**src/rtl/chacha_xor_engine.sv**
```systemverilog
module chacha_xor_engine #(
  parameter int ROUNDS = 20,
  parameter int LEN_W  = 32
) (
  input  logic             clk,
  input  logic             rst_n,
  input  logic             start,
  input  logic [255:0]     key,
  input  logic [127:0]     ctr_nonce,
  input  logic [LEN_W-1:0] msg_len,
  output logic             busy,
  input  logic [7:0]       in_data,
  input  logic             in_valid,
  output logic             in_ready,
  output logic [7:0]       out_data,
  output logic             out_valid,
  input  logic             out_ready
);
  localparam int QR_TOTAL = ROUNDS * 4;
  localparam int QW = $clog2(QR_TOTAL);
  localparam logic [QW-1:0] QR_LAST = QW'(QR_TOTAL - 1);

  typedef enum logic [1:0] {IDLE, MIX, EMIT} mode_t;
  mode_t mode;

  logic [31:0] w [16];
  logic [31:0] o [16];
  logic [31:0] init_w [16];
  logic [QW-1:0] qc;
  logic [5:0] bpos;
  logic [LEN_W-1:0] left;

  for (genvar i = 0; i < 16; i++) begin : g_init
    if (i == 0) begin : g_c0
      assign init_w[i] = 32'h61707865;
    end else if (i == 1) begin : g_c1
      assign init_w[i] = 32'h3320646e;
    end else if (i == 2) begin : g_c2
      assign init_w[i] = 32'h79622d32;
    end else if (i == 3) begin : g_c3
      assign init_w[i] = 32'h6b206574;
    end else if (i < 12) begin : g_key
      assign init_w[i] = key[32*(i-4) +: 32];
    end else begin : g_cn
      assign init_w[i] = ctr_nonce[32*(i-12) +: 32];
    end
  end

  function automatic logic [31:0] rol(input logic [31:0] v, input int n);
    return (v << n) | (v >> (32 - n));
  endfunction

  logic [1:0] lane, sb, sc, sd;
  logic diag;
  logic [3:0] ia, ib, ic, id;
  assign lane = qc[1:0];
  assign diag = qc[2];
  assign sb = lane + {1'b0, diag};
  assign sc = lane + {diag, 1'b0};
  assign sd = lane + {diag, diag};
  assign ia = {2'd0, lane};
  assign ib = {2'd1, sb};
  assign ic = {2'd2, sc};
  assign id = {2'd3, sd};

  logic [31:0] a1, b1, c1, d1, a2, b2, c2, d2;
  always_comb begin
    a1 = w[ia] + w[ib];
    d1 = rol(w[id] ^ a1, 16);
    c1 = w[ic] + d1;
    b1 = rol(w[ib] ^ c1, 12);
    a2 = a1 + b1;
    d2 = rol(d1 ^ a2, 8);
    c2 = c1 + d2;
    b2 = rol(b1 ^ c2, 7);
  end

  logic [31:0] kword;
  logic [7:0] kbyte;
  logic xfer;
  assign kword = w[bpos[5:2]] + o[bpos[5:2]];
  assign kbyte = kword[{bpos[1:0], 3'b000} +: 8];

  assign busy      = (mode != IDLE);
  assign in_ready  = (mode == EMIT) && out_ready;
  assign out_valid = (mode == EMIT) && in_valid;
  assign out_data  = in_data ^ kbyte;
  assign xfer      = (mode == EMIT) && in_valid && out_ready;

  always_ff @(posedge clk) begin
    if (!rst_n) begin
      mode <= IDLE;
      qc   <= '0;
      bpos <= '0;
      left <= '0;
      for (int i = 0; i < 16; i++) begin
        w[i] <= '0;
        o[i] <= '0;
      end
    end else begin
      case (mode)
        IDLE: if (start && msg_len != '0) begin
          for (int i = 0; i < 16; i++) begin
            w[i] <= init_w[i];
            o[i] <= init_w[i];
          end
          left <= msg_len;
          qc   <= '0;
          bpos <= '0;
          mode <= MIX;
        end
        MIX: begin
          w[ia] <= a2;
          w[ib] <= b2;
          w[ic] <= c2;
          w[id] <= d2;
          if (qc == QR_LAST) begin
            qc   <= '0;
            mode <= EMIT;
          end else begin
            qc <= qc + 1'b1;
          end
        end
        EMIT: if (xfer) begin
          left <= left - 1'b1;
          bpos <= bpos + 1'b1;
          if (left == LEN_W'(1)) begin
            mode <= IDLE;
          end else if (bpos == 6'd63) begin
            for (int i = 0; i < 16; i++) w[i] <= o[i];
            w[12] <= o[12] + 32'd1;
            o[12] <= o[12] + 32'd1;
            mode  <= MIX;
          end
        end
        default: mode <= IDLE;
      endcase
    end
  end
endmodule

```
**config.mk**
```make
export PLATFORM = sky130hd
export DESIGN_NAME = chacha_xor_engine
export DESIGN_NICKNAME = d
export VERILOG_FILES = /design/src/rtl/chacha_xor_engine.sv
export SDC_FILE = /design/constraint.sdc
export NUM_CORES = 2
export LEC_CHECK = 0
export ABC_AREA = 1
export BUFFER_PORTS_ARGS = -buffer_cell sky130_fd_sc_hd__buf_2
export CAP_MARGIN = 20
export CELL_PAD_IN_SITES_DETAIL_PLACEMENT = 0
export CELL_PAD_IN_SITES_GLOBAL_PLACEMENT = 1
export CORE_MARGIN = 1.5
export CORE_UTILIZATION = 42
export DETAILED_ROUTE_END_ITERATION = 16
export PLACE_DENSITY_LB_ADDON = 0.3
export SYNTH_ARGS = -nofsm -noshare
export SYNTH_HDL_FRONTEND = slang
export SYNTH_SLANG_ARGS = --single-unit
```
**constraint.sdc**
```tcl
create_clock -name clk -period 10.1 [get_ports clk]
set_clock_uncertainty 0.05 [all_clocks]
set_input_delay 1.515 -clock clk [delete_from_list [all_inputs] [get_ports clk]]
set_output_delay 1.515 -clock clk [all_outputs]
set_load 0.01 [all_outputs]
```
Word level (Yosys, flattened, before mapping)
Memory sizes are Yosys's and may differ from the RTL's. A register that Yosys moved wholly into a read port is not among the register bits.
Index checks and enable logic that the tools add are counted.
Widths: inputs -> output; s select.
{ "op_classes": {"n_eq_ne": 9, "reduce_logical": 16, "n_mux": 97, "bitwise_logic": 59, "n_addsub": 12, "shift": 1} }
{ "op_table": {"columns": ["op", "count"], "rows": [
  ["$mux 32", 56],
  ["$add 32x32->32", 5],
  ["$reduce_or 32->1", 4],
  ["$xor 32x32->32", 4],
  ["$pmux 32 s2", 1],
  ["$or 1x1->1", 50],
  ["$mux 4", 10],
  ["$add 32x1->32 const B", 1],
  ["$eq 32x1->1 const B", 1],
  ["$or 32x12->32", 1],
  ["$or 32x16->32", 1],
  ["$or 32x7->32", 1],
  ["$or 32x8->32", 1],
  ["$reduce_bool 32->1", 1],
  ["$shiftx 32x6->8", 1],
  ["$sub 32x1->32 const B", 1],
  ["$mux 1", 18],
  ["$mux 7", 2],
  ["$pmux 7 s2", 1],
  ["$mux 6", 2],
  ["$pmux 6 s2", 1],
  ["$mux 2", 5],
  ["$xor 8x8->8", 1],
  ["$add 7x1->7 const B", 1],
  ["16 further kinds", 24]
]} }
{ "totals": {"ramBits": 1024, "wordCells": 200, "input_bits": 429, "reg_bits": 47, "n_memories": 2, "out_inout_bits": 11} }
{ "mem_list": {"columns": ["memory", "depth", "word_bits", "rd", "rd_ports_with_merged_regs", "wr", "line_no", "text"], "rows": [
  ["o", 16, 32, 17, 1, 16, "27", "logic [31:0] o [16];"],
  ["w", 16, 32, 5, 2, 16, "26", "logic [31:0] w [16];"]
]} }

Longest topological paths before layout
An unclocked memory read counts as a cell.
{ "logic_depth": {"word_depth": 15, "depth_mapped": 82, "mapped_depth_nobuf": 81} }

Worst setup path before layout
No wires, ideal clock.
{ "synth_path": {"path_kind": "input to register", "start": "in msg_len[8]", "end": "mem o[10][0], enable pin", "setup_slack_ns": -0.610, "n_path_buf": 0, "t_arrival_ns": 8.040, "setup_ns": 2.620, "required_time_ns": 7.430, "stages": 5, "path_cell_list": "nor4_1 -> nand4_1 -> or2_2 -> nand4_1 -> nand2_1"} }
{ "synth_lines": {"columns": ["item", "line_no", "text"], "rows": [
  ["from (decl)", "10", "input logic [LEN_W-1:0] msg_len,"],
  ["to (decl)", "27", null]
]} }

==> summary.md <==
| Metric | Value |
|---|---|
| Outcome | `complete, but fails checks` |
| Failing checks | `setup timing` |
| Avg Inst Size Synth | `7.74 um2` |
| Measured slew at the worst slew-check pin | `approximately 1.3 ns` |
| Largest net degree at the start of global routing | `around 220` |
| Post-Syn Area | `between 60,000 and 70,000 um2` |
| Storage cell area | `roughly 28,000 um2` |
| P&R area growth vs syn | `38.0%` |
| Die span in y | `392 um` |
| Worst Setup Path Type | `register to register` |
| Drt drc | `0` |
| Final Cycle Share | `103%` |
| Final wirelength | `about 350 mm` |
| Crit-path leading delay family | `buffers and inverters` |
| Post-route ant nets | `0` |
| Area of the multi-input gates | `34,200 um2` |
| Initial core utilization | `between 40% and 50%` |
| Ratio of cells with drive above 1 in the final layout | `a little under a third` |
| Final hold viol count | `0` |
| Drt wl/cell | `29.6 um` |
| RSZ-0062 raised after global routing | `true` |
| Gr ovfl total | `0` |
| Crit path DAT | `between 10 and 15 ns` |
| Number of synthesized flops with an enable pin | `around 900` |
| Post-synth top flop | `edfxtp_1` |
| Root Buffer | `clkbuf_16` |
| Synth top area share | `42.4%` |
| Most frequent cell after synthesis | `nand2_1` |
| GPL Wtd Cong | `about 1.1` |
| Critical Path Start Type | `register` |
| Setup crit end kind | `register` |
| Fmax | `about 96 MHz` |
| Crit path required time | `10.54 ns` |
| Top post-synthesis cells by count | `nand2_1 (1,686), o21ai_0 (1,034), inv_1 (984)` |
| Number of global-route vias before repair | `about 65,000` |
| Minimum clock period | `approximately 10 ns` |
| Pre-CTS WS | `-1.86 ns` |
| Crit-path max cell delay | `about 0.36 ns` |
| Post-DP HPWL | `about 270 mm` |
| Post-synth ARST share | `0%` |
| Post-Syn Instances | `8,190` |
| CTS Buffer Depth | `3` |
| Post-synthesis sequential area ratio | `between 40% and 50%` |
| Synth area leaders | `edfxtp_1 (42%), nand2_1 (10%), o21ai_0 (8.2%), inv_1 (5.8%), nor2_1 (5.3%)` |
| Cts hold-fix bufs | `0` |
| Synthesis-stage register bit count | `between 900 and 1,000` |
| Syn_nets | `between 8,000 and 9,000` |
| Std cell rows | `approximately 140` |
| Drt first-iter violations | `around 9,300` |
| Synth Warn # | `0` |
| First-pass GRT wire length | `between 400 and 500 mm` |
| Die area | `around 150,000 um2` |
| # setup viols final | `roughly 110` |
| H-tree depth | `3` |
| Total core area | `between 100,000 and 150,000 um2` |
| Rel. slew slack | `12.1%` |
| DR vias/cell | `a little under 6` |
| Clock transition at path regs | `0.08 ns` |
| PortBufs | `439` |
| Vias post-DR | `around 70,000` |
| Clk_lat worst skew | `around 0.8 ns` |
| Hold Crit Class | `register to register` |
| Max Cap Viol | `0` |
| CP Buf/Inv Count | `47` |
| Final setup margin | `-0.317 ns` |
| Crit path max fanout | `5` |
| Antenna violations before repair | `24` |
| Final #Nets | `10,400` |
| CTS tree | `built` |
| Filler Cell Count | `approximately 14,000` |
| Die extent in x | `roughly 390 um` |
| Final Max Slew Viols | `0` |
| Top Ports | `440` |
| Pre-antenna DRT Iters | `8` |
| Total CTS buffers | `roughly 110` |
| Yosys top cell by area | `edfxtp_1` |
| CP most frequent cell | `buf_4` |
| Library cells used by synthesis | `between 60 and 70` |
| Gr usage total | `44.9%` |
| Crit-path slowest cell | `dfxtp_2` |
| CTS sink cnt | `950` |
## cell families (layout without fill, tap and decap cells)
group | after synthesis | after routing | synth area share (%)
flip-flops | 950 | 950 | 44.1
AO/OA/AOI/OAI | 2224 | 2224 | 20.2
XOR/XNOR | 204 | 204 | 3.09
buffers and inverters | 1466 | 3208 | 8.74
adder cells (fa/ha/maj) | 166 | 166 | 3.34
other | 0 | 7 | 0
AND/OR/NAND/NOR | 3180 | 3180 | 20.5
## worst min-delay path, stage by stage (launching register included)
cell	delay (ns)
dfxtp_1	0.33
nand2_1	0.07
a21oi_1	0.06
## state kept, by name, indices dropped and copies added (netlist names), named ones only
signal and flops:
qc 7, bpos 6, w 512, mode 2, o 385, left 32
## routing by layer
metal,vias up,wire length [um],track usage (%)
li1,31300,-,-
met1,33700,134000,56.4
met2,4419,147000,65.2
met3,907,42900,14.6
met4,20,29900,30.7
met5,-,434,0.255
## worst paths after layout
kind                          from                    end  slack, ns  cells after the start
min          left[11]$_SDFFE_PN0P_  left[11]$_SDFFE_PN0P_       0.44                      2
min reg2reg  left[11]$_SDFFE_PN0P_  left[11]$_SDFFE_PN0P_       0.44                      2
max reg2reg     qc[0]$_SDFFE_PN0P_      w[6][6]$_DFFE_PP_      -0.32                     76
max             qc[0]$_SDFFE_PN0P_      w[6][6]$_DFFE_PP_      -0.32                     76
## stage by stage
| step | utilization [%] | area [um2] | hold WS, ns | setup TNS (ns) | cells |
|---|---|---|---|---|---|
| final | 58.4 | 87500 | 0.443 | -15.29 | 12000 |
| after global routing | 58.4 | 87500 | 0.477 | -52.68 | 12000 |
| after CTS | 56.5 | 84600 | 0.439 | -2.13 | 11900 |
| after detailed placement | 50.8 | 76100 | 0.431 | -225.98 | 11400 |
| after global placement | 50.8 | 76100 | 0.428 | -221.58 | 11400 |
| after floorplan | - | 63400 | 0.405 | 0 | 8190 |
## placed cells by master, fill, tap and decap left out, types with 53 or more instances in the layout
master	n
a21oi_1	429
a22oi_1	72
buf_12	66
buf_2	439
buf_4	1405
buf_6	73
clkbuf_16	110
edfxtp_1	896
ha_1	97
ha_4	61
inv_1	907
inv_2	82
nand2_1	1463
nand2_2	202
nand2_4	53
nand3_1	307
nand3_2	57
nor2_1	840
o211ai_1	83
o21ai_0	986
o22ai_1	236
xnor2_1	57
xor2_1	78
## area by class of cell
cell class | count | share of cell area, %
Sequential cell | 950 | 32.0
Antenna cell | 7 | 0.0200
Clock buffer | 120 | 3.19
Clock inverter | 84 | 1.10
Inverter | 1012 | 4.42
Tap cell | 2016 | 2.88
Timing Repair Buffer | 1992 | 17.2
Multi-Input combinational cell | 5774 | 39.2
## timing repair
item / in CTS / in global routing
resized for setup: 486 / 530
pin swaps: 182 / 272
endpoints found under the setup margin: 223 / 216
gates cloned: 2 / 1
setup buffers: 302 / 90
Power is left out: the tool's default activity adds up to more than one toggle a clock period on the data nets, which glitch-free logic cannot reach.
